<file path="config.mk">
export PLATFORM = sky130hd
export DESIGN_NAME = buf_bitmap_alloc
export DESIGN_NICKNAME = d
export VERILOG_FILES = /design/src/rtl/buf_alloc_pkg.sv /design/src/rtl/buf_alloc_sizer.sv /design/src/rtl/buf_alloc_bitmap.sv /design/src/rtl/buf_alloc_probe.sv /design/src/rtl/buf_bitmap_alloc.sv
export SDC_FILE = /design/constraint.sdc
export NUM_CORES = 1
export LEC_CHECK = 0
export ABC_AREA = 0
export BUFFER_PORTS_ARGS = -buffer_cell sky130_fd_sc_hd__buf_4
export CAP_MARGIN = 20
export CORE_MARGIN = 4
export CORE_UTILIZATION = 25
export DETAILED_ROUTE_END_ITERATION = 16
export GPL_TIMING_DRIVEN = 0
export PLACE_DENSITY = 0.36
export SYNTH_ARGS = -nofsm -noshare
export SYNTH_HDL_FRONTEND = slang
export SYNTH_HIERARCHICAL = 1
export SYNTH_SLANG_ARGS = --single-unit
</file>
<file path="constraint.sdc">
create_clock -name clk -period 3.9 [get_ports clk]
set_input_delay 0.78 -clock clk [delete_from_list [all_inputs] [get_ports clk]]
set_output_delay 0.78 -clock clk [all_outputs]
set_load 0.02 [all_outputs]
</file>
<file path="src/rtl/buf_alloc_pkg.sv">
package buf_alloc_pkg;
   typedef enum logic {
      ST_IDLE   = 1'b0,
      ST_SEARCH = 1'b1
   } alloc_state_e;

   localparam int unsigned WORD_BITS = 32;
   localparam int unsigned POS_W     = 5;
endpackage

</file>
<file path="src/rtl/buf_alloc_sizer.sv">
module buf_alloc_sizer #(
   parameter int unsigned SIZE_W = 16,
   parameter int unsigned BLK_LG = 8
) (
   input  logic [SIZE_W-1:0] size,
   output logic [SIZE_W:0]   blocks,
   output logic [5:0]        stride,
   output logic              fits,
   output logic [31:0]       run_mask
);
   localparam logic [SIZE_W:0] BLK_ROUND = (SIZE_W+1)'((1 << BLK_LG) - 1);

   logic [SIZE_W:0] padded;
   logic [5:0]      run_len;
   logic [32:0]     run_wide;

   assign padded = {1'b0, size} + BLK_ROUND;
   assign blocks = padded >> BLK_LG;
   assign fits   = (size != '0) && (blocks <= (SIZE_W+1)'(32));

   always_comb begin
      stride = 6'd32;
      for (int k = 5; k >= 0; k--) begin
         if (((SIZE_W+1)'(1) << k) >= blocks) stride = 6'(1) << k;
      end
   end

   assign run_len  = (blocks > (SIZE_W+1)'(32)) ? 6'd32 : blocks[5:0];
   assign run_wide = (33'(1) << run_len) - 33'd1;
   assign run_mask = run_wide[31:0];
endmodule

</file>
<file path="src/rtl/buf_alloc_bitmap.sv">
module buf_alloc_bitmap #(
   parameter int unsigned MAP_WORDS = 2,
   parameter int unsigned WORD_W    = 1
) (
   input  logic                    clk,
   input  logic                    rst_n,
   input  logic                    wipe,
   input  logic                    set_en,
   input  logic [WORD_W-1:0]       set_word,
   input  logic [31:0]             set_mask,
   input  logic                    rel_en,
   input  logic [WORD_W-1:0]       rel_word,
   input  logic [31:0]             rel_mask,
   output logic [MAP_WORDS*32-1:0] map_bits
);
   for (genvar w = 0; w < MAP_WORDS; w++) begin : g_word
      logic [31:0] word_q;
      logic [31:0] set_m, rel_m;

      assign set_m = (set_en && int'(set_word) == w) ? set_mask : '0;
      assign rel_m = (rel_en && int'(rel_word) == w) ? rel_mask : '0;

      always_ff @(posedge clk or negedge rst_n) begin
         if (!rst_n)    word_q <= '0;
         else if (wipe) word_q <= '0;
         else           word_q <= (word_q | set_m) & ~rel_m;
      end

      assign map_bits[w*32 +: 32] = word_q;
   end
endmodule

</file>
<file path="src/rtl/buf_alloc_probe.sv">
module buf_alloc_probe (
   input  logic [31:0] word_bits,
   input  logic [4:0]  pos,
   input  logic [31:0] run_mask,
   input  logic [5:0]  stride,
   output logic        hit,
   output logic [31:0] cand_mask,
   output logic        wrap,
   output logic [4:0]  next_pos
);
   logic [5:0] pos_sum;

   assign cand_mask = run_mask << pos;
   assign hit       = (word_bits & cand_mask) == '0;
   assign pos_sum   = {1'b0, pos} + stride;
   assign wrap      = pos_sum[5];
   assign next_pos  = pos_sum[4:0];
endmodule

</file>
<file path="src/rtl/buf_bitmap_alloc.sv">
module buf_bitmap_alloc #(
   parameter int unsigned MEM_BYTES = 16384,
   parameter int unsigned MAP_WORDS = 2,
   parameter int unsigned SIZE_W    = 16
) (
   input  logic                          clk,
   input  logic                          rst_n,
   input  logic                          clr,
   input  logic                          req_valid,
   input  logic                          req_free,
   input  logic [SIZE_W-1:0]             req_size,
   input  logic [$clog2(MEM_BYTES):0]    req_offset,
   output logic                          busy,
   output logic                          done,
   output logic [$clog2(MEM_BYTES):0]    rsp_offset
);
   import buf_alloc_pkg::*;

   localparam int unsigned BLK_BYTES = MEM_BYTES / 32 / MAP_WORDS;
   localparam int unsigned BLK_LG    = $clog2(BLK_BYTES);
   localparam int unsigned OFF_W     = $clog2(MEM_BYTES) + 1;
   localparam int unsigned WORD_W    = (MAP_WORDS > 1) ? $clog2(MAP_WORDS) : 1;
   localparam logic [OFF_W-1:0] OOM  = OFF_W'(MEM_BYTES);

   if ((MEM_BYTES & (MEM_BYTES - 1)) != 0 || (MAP_WORDS & (MAP_WORDS - 1)) != 0)
      begin : g_bad_pow2
         $error("MEM_BYTES and MAP_WORDS must be powers of two");
      end
   if (BLK_BYTES < 1 || MEM_BYTES < 32 * MAP_WORDS) begin : g_bad_blk
      $error("block size must be at least one byte");
   end
   if (SIZE_W < OFF_W) begin : g_bad_size
      $error("SIZE_W must cover the memory size");
   end

   alloc_state_e        state_q;
   logic [WORD_W-1:0]   word_q;
   logic [POS_W-1:0]    pos_q;
   logic [31:0]         run_q;
   logic [5:0]          stride_q;
   logic                done_q;
   logic [OFF_W-1:0]    off_q;

   logic [SIZE_W:0]     req_blocks;
   logic [5:0]          req_stride;
   logic                req_fits;
   logic [31:0]         req_run;

   logic [MAP_WORDS*32-1:0] map_bits;
   logic [31:0]         cur_word_bits;
   logic                hit, wrap;
   logic [31:0]         cand_mask;
   logic [4:0]          next_pos;

   logic                accept, set_en, rel_en, last_word;
   logic [OFF_W-1:0]    rel_idx, hit_idx;
   logic [OFF_W-1:0]    rel_word_full;
   logic [31:0]         rel_mask;

   buf_alloc_sizer #(.SIZE_W(SIZE_W), .BLK_LG(BLK_LG)) u_sizer (
      .size     (req_size),
      .blocks   (req_blocks),
      .stride   (req_stride),
      .fits     (req_fits),
      .run_mask (req_run)
   );

   assign cur_word_bits = map_bits[word_q*32 +: 32];

   buf_alloc_probe u_probe (
      .word_bits (cur_word_bits),
      .pos       (pos_q),
      .run_mask  (run_q),
      .stride    (stride_q),
      .hit       (hit),
      .cand_mask (cand_mask),
      .wrap      (wrap),
      .next_pos  (next_pos)
   );

   assign accept        = (state_q == ST_IDLE) && req_valid && !clr;
   assign rel_idx       = req_offset >> BLK_LG;
   assign rel_word_full = rel_idx >> 5;
   assign rel_mask      = req_run << rel_idx[4:0];
   assign rel_en        = accept && req_free && (rel_word_full < OFF_W'(MAP_WORDS));
   assign set_en        = (state_q == ST_SEARCH) && hit && !clr;
   assign last_word     = (word_q == WORD_W'(MAP_WORDS - 1));
   assign hit_idx       = OFF_W'(word_q) * OFF_W'(32) + OFF_W'(pos_q);

   buf_alloc_bitmap #(.MAP_WORDS(MAP_WORDS), .WORD_W(WORD_W)) u_map (
      .clk      (clk),
      .rst_n    (rst_n),
      .wipe     (clr),
      .set_en   (set_en),
      .set_word (word_q),
      .set_mask (cand_mask),
      .rel_en   (rel_en),
      .rel_word (WORD_W'(rel_word_full)),
      .rel_mask (rel_mask),
      .map_bits (map_bits)
   );

   always_ff @(posedge clk or negedge rst_n) begin
      if (!rst_n) begin
         state_q  <= ST_IDLE;
         word_q   <= '0;
         pos_q    <= '0;
         run_q    <= '0;
         stride_q <= 6'd1;
         done_q   <= 1'b0;
         off_q    <= '0;
      end else begin
         done_q <= 1'b0;
         if (clr) begin
            state_q <= ST_IDLE;
         end else if (state_q == ST_IDLE) begin
            if (req_valid) begin
               if (req_free) begin
                  done_q <= 1'b1;
                  off_q  <= rel_idx << BLK_LG;
               end else if (req_fits) begin
                  state_q  <= ST_SEARCH;
                  word_q   <= '0;
                  pos_q    <= '0;
                  run_q    <= req_run;
                  stride_q <= req_stride;
               end else begin
                  done_q <= 1'b1;
                  off_q  <= OOM;
               end
            end
         end else begin
            if (hit) begin
               done_q  <= 1'b1;
               off_q   <= hit_idx << BLK_LG;
               state_q <= ST_IDLE;
            end else if (wrap) begin
               if (last_word) begin
                  done_q  <= 1'b1;
                  off_q   <= OOM;
                  state_q <= ST_IDLE;
               end else begin
                  word_q <= word_q + WORD_W'(1);
                  pos_q  <= '0;
               end
            end else begin
               pos_q <= next_pos;
            end
         end
      end
   end

   assign busy       = (state_q == ST_SEARCH);
   assign done       = done_q;
   assign rsp_offset = off_q;
endmodule

</file>
Word-level counts from Yosys, hierarchy flattened
Index checks and enable logic that the tools add are counted.
{ "word_totals": {"output_inout_bits": 17, "in_bits": 36, "ff_bits": 125, "n_memories": 0, "ramBits": 0, "elab_cells": 114, "mem_bits_ro": 0, "latchBits": 0} }
{ "classes": {"mux": 49, "addsub": 5, "n_mul": 0, "eq_ne": 7, "shifts": 4, "magnitude_cmp": 8, "n_div": 0, "n_reduce_logical": 20, "bitwise_logic": 12} }
{ "ops": {"columns": ["op", "count"], "rows": [
  ["32-bit two-way mux", 6],
  ["15-bit two-way mux", 7],
  ["32-bit bitwise AND", 3],
  ["32-bit inverter", 2],
  ["32-bit OR", 2],
  ["64-bit by 7-bit indexed part select with 32-bit output", 1],
  ["32-bit by 5-bit left shift with 32-bit output", 2],
  ["6-bit two-way mux", 6],
  ["5-bit two-way mux", 7],
  ["32-bit logical NOT", 1],
  ["1-bit by 6-bit left shift with 32-bit output (first input constant)", 1],
  ["32-bit by 1-bit subtractor with 32-bit output (second input constant)", 1],
  ["1-bit two-way mux", 23],
  ["16-bit by 8-bit adder with 17-bit output (second input constant)", 1],
  ["16-bit nonzero test", 1],
  ["6-bit AND reduction", 2],
  ["1-bit logical AND", 11],
  ["5-bit AND reduction", 2],
  ["1-bit by 9-bit >= comparator with 1-bit output (first input constant)", 1],
  ["2-bit by 9-bit >= comparator with 1-bit output (first input constant)", 1],
  ["3-bit by 9-bit >= comparator with 1-bit output (first input constant)", 1],
  ["4-bit by 9-bit >= comparator with 1-bit output (first input constant)", 1],
  ["5-bit by 9-bit >= comparator with 1-bit output (first input constant)", 1],
  ["9-bit by 6-bit > comparator with 1-bit output (second input constant)", 1],
  ["other kinds (12)", 20]
]} }

Longest topological paths before layout
Gate-level depths: netlist (run 1).
{ "depth": {"ltp_word": 10, "ltp_mapped": 17, "mapped_depth_nobuf": 14} }

Hierarchy
Netlist (run 1), hierarchy kept.
{ "modules_own_cells": {"columns": ["mod", "cells_per_inst", "n_inst", "area_each_um2"], "rows": [
  ["buf_bitmap_alloc", 373, 1, 4155.2],
  ["buf_alloc_bitmap", 254, 1, 3260.6],
  ["buf_alloc_probe", 278, 1, 2257.2],
  ["buf_alloc_sizer", 205, 1, 1272.5]
]} }

Worst setup path before layout (run 1)
OpenSTA, ideal clock, no wires.
{ "synth_timing": {"kind": "input port to flip-flop", "startpoint": "input req_size[7]", "endpoint": "register u_map.g_word[0].word_q[25]", "n_path_buf": 2, "setup_ns": 0.094, "path_stages": 15, "arrival_ns": 4.625, "slack_ns": -0.818, "cell_sequence": "or4_1 > buf_2 > or3_1 > buf_6 > nor3_1 > nand2_1 > ha_1 > a21boi_0 > o211ai_1 > o21ai_0 > mux4_2 > mux2_2 > or2_1 > a311o_1 > a221oi_2"} }
{ "synth_via": {"elab_chain_len": 10} }
{ "synth_rtl": {"columns": ["item", "line", "rtl"], "rows": [
  ["from (decl)", "buf_bitmap_alloc.sv:11", "input logic [SIZE_W-1:0] req_size,"],
  ["16-bit by 8-bit adder with 17-bit output (*)", "buf_alloc_sizer.sv:17", "assign padded = {1'b0, size} + BLK_ROUND;"],
  ["9-bit by 6-bit > comparator with 1-bit output", "buf_alloc_sizer.sv:28", "assign run_len = (blocks > (SIZE_W+1)'(32)) ? 6'd32 : blocks[5:0];"],
  ["6-bit two-way mux (*)", "buf_alloc_sizer.sv:28", null],
  ["1-bit by 6-bit left shift with 32-bit output (*)", "buf_alloc_sizer.sv:29", "assign run_wide = (33'(1) << run_len) - 33'd1;"],
  ["32-bit by 1-bit subtractor with 32-bit output (*)", "buf_alloc_sizer.sv:29", null],
  ["via req_run[0]", "buf_bitmap_alloc.sv:47", "logic [31:0] req_run;"],
  ["32-bit by 5-bit left shift with 32-bit output (*)", "buf_bitmap_alloc.sv:84", "assign rel_mask = req_run << rel_idx[4:0];"],
  ["via rel_mask[25]", "buf_bitmap_alloc.sv:58", "logic [31:0] rel_mask;"],
  ["32-bit two-way mux (*)", "buf_alloc_bitmap.sv:21", "assign rel_m = (rel_en && int'(rel_word) == w) ? rel_mask : '0;"],
  ["32-bit inverter (*)", "buf_alloc_bitmap.sv:26", "else word_q <= (word_q | set_m) & ~rel_m;"],
  ["32-bit bitwise AND (*)", "buf_alloc_bitmap.sv:26", null],
  ["32-bit two-way mux (*)", "buf_alloc_bitmap.sv:25", "else if (wipe) word_q <= '0;"],
  ["to (signal assigned)", "buf_alloc_bitmap.sv:26", null],
  ["to (decl)", "buf_alloc_bitmap.sv:17", "logic [31:0] word_q;"]
]} }
The timed path passes the listed nets; every way through them passes the cells marked *.
A chain may end at the register's enable or synchronous reset.

Worst setup path after layout (run 1)
{ "layout_timing": {"startpoint": "input req_size[2]", "endpoint": "register u_map.g_word[0].word_q[30]"} }
{ "layout_via": {"elab_chain_len": 10} }
{ "layout_rtl": {"columns": ["item", "line", "rtl"], "rows": [
  ["16-bit by 8-bit adder with 17-bit output (*)", "buf_alloc_sizer.sv:17", null],
  ["via req_blocks[3]", "buf_bitmap_alloc.sv:44", "logic [SIZE_W:0] req_blocks;"],
  ["9-bit by 6-bit > comparator with 1-bit output", "buf_alloc_sizer.sv:28", null],
  ["6-bit two-way mux (*)", "buf_alloc_sizer.sv:28", null],
  ["1-bit by 6-bit left shift with 32-bit output (*)", "buf_alloc_sizer.sv:29", null],
  ["32-bit by 1-bit subtractor with 32-bit output (*)", "buf_alloc_sizer.sv:29", null],
  ["via req_run[12]", "buf_bitmap_alloc.sv:47", null],
  ["32-bit by 5-bit left shift with 32-bit output (*)", "buf_bitmap_alloc.sv:84", null],
  ["via rel_mask[30]", "buf_bitmap_alloc.sv:58", null],
  ["32-bit two-way mux (*)", "buf_alloc_bitmap.sv:21", null],
  ["32-bit inverter (*)", "buf_alloc_bitmap.sv:26", null],
  ["32-bit bitwise AND (*)", "buf_alloc_bitmap.sv:26", null],
  ["32-bit two-way mux (*)", "buf_alloc_bitmap.sv:25", null]
]} }
Marks and branches as above.

==> results of run 1 <==
[layout make-up]
| type | instances | area, sq um | share of cell area, % |
|---|---|---|---|
| repair buffers | 111 | 975.9 | 6.898 |
| well taps | 577 | 721.9 | 5.103 |
| inverters | 52 | 198.9 | 1.406 |
| clock inverters | 11 | 150.1 | 1.061 |
| multi-input cells | 825 | 8036 | 56.81 |
| flip-flops and latches | 117 | 2932 | 20.72 |
| clock buffers | 20 | 456.7 | 3.228 |
| plain buffers | 99 | 675.6 | 4.776 |
[per-stage QoR]
stage / area, sq um / utilization [%] / power (mW)
finish: 14150 / 33.35 / 4.548
global route: 14150 / 33.35 / 4.735
CTS: 13580 / 32.03 / 4.515
detailed placement: 11970 / 28.21 / 2.699
global placement: 11910 / 28.09 / 2.700
floorplan: 10970 / - / 2.189
[worst min-delay path by stage]
stage | depth (start not counted) | startpoint | to
3_5_place_dp | 1 | stride_q[4] | stride_q[4]
2_1_floorplan | 1 | run_q[31] | run_q[31]
5_1_grt | 1 | rst_n | u_map/g_word[1].word_q[28]
3_3_place_gp | 1 | rsp_offset[14] | rsp_offset[14]
6_report | 1 | rst_n | u_map/g_word[1].word_q[28]
4_1_cts | 1 | rst_n | u_map/g_word[1].word_q[28]
[per-layer routing]
metal	wire [um]	global-route usage [%]	share of wire, %
met1	21500	26.92	47
met2	20810	30.07	45
met3	2008	3.207	4.4
met4	1732	8.022	3.8
met5	0	0	0
[power breakdown]
| part | switching (mW) | internal, mW | total (mW) |
|---|---|---|---|
| Clock | 0.643 | 1.04 | 1.68 |
| Sequential | 0.132 | 1.31 | 1.44 |
| Combinational | 0.851 | 0.574 | 1.42 |
[flip-flops by register name (all words and copies together), names as in the netlist]
| name | flops |
|---|---|
| busy | 1 |
| done | 1 |
| last_word | 1 |
| pos_q | 5 |
| rsp_offset | 7 |
| run_q | 32 |
| stride_q | 6 |
| u_map/g_word.word_q | 64 |
[repair_timing]
item	in CTS	in global routing
gates resized for setup	136	89
gates cloned	3	0
endpoints found under the setup margin	98	103
setup buffers	55	23
pin swaps	42	56
hold buffers	0	0
==> impl_metrics.toml, run 1 <==
[yosys]
netlist_instances = 1092
syn_area_sq_um = 10820
syn_avg_cell_area_sq_um = 9.911
yosysWarnings = 6

[critical_path]
r2r_slack_ns = -0.23
cp_cell_sequence = "buf_4 -> or4_4 -> buf_4 -> o2111ai_4 -> buf_4 -> xnor2_1 -> and2_0 -> buf_2 -> a21o_1 -> o311ai_2 -> buf_2 -> mux4_2 -> mux2_4 -> mux2i_4 -> o211ai_1 -> a221oi_2"
cp_common_cell = "buf_4"
crit_start = "req_size[2]"
critPathMaxFanout = 6
cp_num_buf_inv = 5
r2r-start = "pos_q[0]"
criticalPathCategory = "in -> reg"
crit_required_ns = 4.26
cp_slowest_cell = "or4_4"
cp_num_cells = 16
r2r_cells = 15
cp_top_family = "compound AO/OA/AOI/OAI gates"
max_stage_delay_ns = 0.55
end_kind = "flop"
arrival_ns = 4.77
startpoint_type = "primary input"
critPathCapture = "u_map/g_word[0].word_q[30]"
r2r-end = "u_map/g_word[0].word_q[29]"

[placed_design]
post-place-cells = 1708
port_buffers = 29
dp_hpwl_um = 34840
place_ws_ns = -1.749
gp_congestion = 0.9457

[layout]
final_cell_mix = "114 x dfrtp_1, 106 x buf_4, 80 x mux2_2"
fin_cells = 1812
diodes = 0
nets = 1266
final_common_cell = "dfrtp_1"
drive_above_1_share_pct = 43.89
syn2layout_area_growth_pct = 30.72
fillers = 4485

[clocking]
cts_root_buf = "clkbuf_16"
cts.sinks = 117
worstSkewPairLatency_ns = 0.45
clkTransAtPathRegs_ns = 0.06
numCtsBuffers = 17
cts_tree = "done"
cts_buffer_depth = 2
cts_htree_levels = 4

[timing]
worst_pin_slew_ns = 0.9314
whs_ns = 0.2485
drv_slew = 0
worst_slack_ns = -0.5109
fmax_mhz = 226.7
skew_ns = 0.01539
setup_tns_ns = -17.82
rsz0062_at_grt = "yes"
setup_viol = 59
finalCritPeriodShare_pct = 113.1
period_minus_slack_ns = 4.411
hold_viol_final = 0
maxSlewHeadroom_pct = 37.91

[floorplanning]
core-area_sq_um = 42420
die_w_um = 216.1
dieArea_sq_um = 46680
pin_count = 53
rows = 75
start_util_pct = 25.52
die_h_um = 216.1

[outcome]
outcome = "finished, violations left"
violations = "negative setup slack"

[global_routing]
grt_pass1_wl_um = 68060
grt_start_max_net_pins = 80
track_usage_pct = 19.40
grt_pass1_vias = 9907
antenna_found_initial = 0
overflow = 0

[power_and_ir_drop]
ir_worst_vdd_mv = 0.3254
power.density_nw_per_um2 = 321.5
cellLeakagePower_nw = 5.200

[route]
vias = 9831
drc = 0
antenna_left = 0
avgRoutedWirePerCell_um = 25.41
avgViaCountPerCell = 5.425
wl_um = 46050
drtIter0Drc = 788
firstDrtPassIters = 5

[job]
drv_cap = 0

[min_path]
hold_class = "in -> async"
(Power assumes the default switching activity.)
==> run 2, diff against run 1 <==
Clock period 3.9 ns to 5.1 ns, I/O delays scaled along.
==> run 2 against run 1 <==
Net effect: the run now ends clean; count of clock-buffer cells in the layout unchanged; largest power group unchanged; combinational power down 33%; non-clock buffer count down 66; critical path depth up 1; total power down 26%; via count down 3.8%; clock skew down 0.0029 ns.
==> impl_metrics.toml, run 2 (synthesis results as in run 1) <==
[outcome]
outcome = "complete, no violations"

[layout]
nets = 1200
drive_above_1_share_pct = 31.97
syn2layout_area_growth_pct = 17.25
largest_reg_flops = 64
diodes = 0
final_cell_mix = "116 x dfrtp_1, 89 x mux2_2, 75 x nand2_1"
fin_cells = 1747
final_common_cell = "dfrtp_1"
final_util_pct = 29.92
regMostFlops = "u_map/g_word.word_q"

[timing]
setup_viol = 0
hold_viol_final = 0
fmax_mhz = 198.3
drv_slew = 0
finalCritPeriodShare_pct = 98.88
worst_slack_ns = 0.05712
worst_pin_slew_ns = 0.8720
maxSlewHeadroom_pct = 41.42
skew_ns = 0.01254
period_minus_slack_ns = 5.043

[power_and_ir_drop]
cellLeakagePower_nw = 4.624
power.density_nw_per_um2 = 266.7
ir_worst_vdd_mv = 0.2467

[clocking]
cts.sinks = 117
numCtsBuffers = 17
cts_root_buf = "clkbuf_16"
worstSkewPairLatency_ns = 0.44
cts_buffer_depth = 2
cts_htree_levels = 4
cts_tree = "done"
clkTransAtPathRegs_ns = 0.06
hold_buffers = 0

[floorplanning]
die_w_um = 216.1
dieArea_sq_um = 46680
core-area_sq_um = 42420
start_util_pct = 25.52
die_h_um = 216.1
pin_count = 53
rows = 75

[min_path]
hold_depth = 1
hold_end = "rsp_offset[13]"
hold_class = "reg -> reg"
min_from = "rsp_offset[13]"

[critical_path]
r2r-end = "u_map/g_word[1].word_q[21]"
r2r_slack_ns = 0.18
crit_required_ns = 5.44
r2r-start = "pos_q[2]"
criticalPathCategory = "in -> reg"
end_kind = "flop"
arrival_ns = 5.38
critPathMaxFanout = 7
r2r_cells = 15
startpoint_type = "primary input"

[global_routing]
grt_pass1_vias = 9446
overflow = 0
track_usage_pct = 18.79
antenna_found_initial = 0
grt_start_max_net_pins = 62
grt_pass1_wl_um = 66220

[route]
drc = 0
avgRoutedWirePerCell_um = 25.30
vias = 9458
antenna_left = 0
drtIter0Drc = 821
firstDrtPassIters = 7
wl_um = 44190
avgViaCountPerCell = 5.414

[placed_design]
place_ws_ns = -1.034
post-place-cells = 1707
dp_hpwl_um = 34450
port_buffers = 29
gp_congestion = 0.9310

[job]
drv_cap = 0
[run 2: metrics by stage]
step / TNS (ns) / cell area, sq um / hold WS [ns] / power, mW
2_1_floorplan: 0 / 10850 / 0.4635 / 1.667
3_3_place_gp: -61.39 / 11790 / 0.4896 / 2.055
3_5_place_dp: -42.59 / 11830 / 0.4985 / 2.048
4_1_cts: 0 / 12530 / 0.5134 / 3.408
5_1_grt: -0.02251 / 12690 / 0.5288 / 3.529
6_report: 0 / 12690 / 0.5088 / 3.385
[run 2: worst max-delay path by stage]
stage | from | to | slack, ns | depth (start not counted)
6_report | req_size[7] | u_map/g_word[0].word_q[30] | 0.06 | 17
3_5_place_dp | req_size[7] | u_map/g_word[0].word_q[30] | -1.03 | 17
5_1_grt | req_size[7] | u_map/g_word[0].word_q[30] | -0.02 | 17
2_1_floorplan | req_size[7] | u_map/g_word[0].word_q[25] | 0.14 | 15
3_3_place_gp | req_size[7] | u_map/g_word[1].word_q[29] | -1.49 | 15
4_1_cts | last_word | u_map/g_word[1].word_q[21] | 0.002 | 16
[run 2: per-layer routing]
metal / part of all wire [%] / global-route usage (%) / vias up
li1: - / - / 4290
met1: 48 / 27.04 / 4873
met2: 47 / 29.49 / 257
met3: 3.6 / 2.507 / 38
met4: 2.2 / 5.611 / 0
met5: 0 / 0 / -
[run 2: worst max-delay path: stages]
cell	delay, ns
buf_4	0.11
or4_1	0.52
buf_4	0.18
or3_1	0.36
buf_6	0.16
nor3_4	0.19
nand2_2	0.10
ha_4	0.20
a21boi_0	0.15
o211ai_1	0.24
nor2_1	0.07
a221o_2	0.42
mux4_2	0.54
mux2_4	0.32
mux2i_4	0.19
o211ai_1	0.28
a221oi_2	0.32
[run 2: layout make-up]
type,instances,area (sq um)
Clock buffer,20,466.7
Sequential cell,117,2929
Inverter,52,195.2
Clock inverter,12,176.4
Multi-Input combinational cell,825,7236
Timing Repair Buffer,41,329.1
Fill cell,4479,29730
Tap cell,577,721.9
Buffer,103,635.6
[run 2: repair_timing]
item                                    4_1_cts  5_1_grt
buffers inserted                              1        9
pin swaps                                     3        7
gates resized for setup                      18       27
endpoints found under the setup margin       61       61
[run 2: report_power, final]
group / internal (mW) / total (mW) / switching [mW]
logic: 0.363 / 0.951 / 0.588
registers: 1.00 / 1.10 / 0.0996
clock network: 0.854 / 1.33 / 0.477
total: 2.22 / 3.38 / 1.16
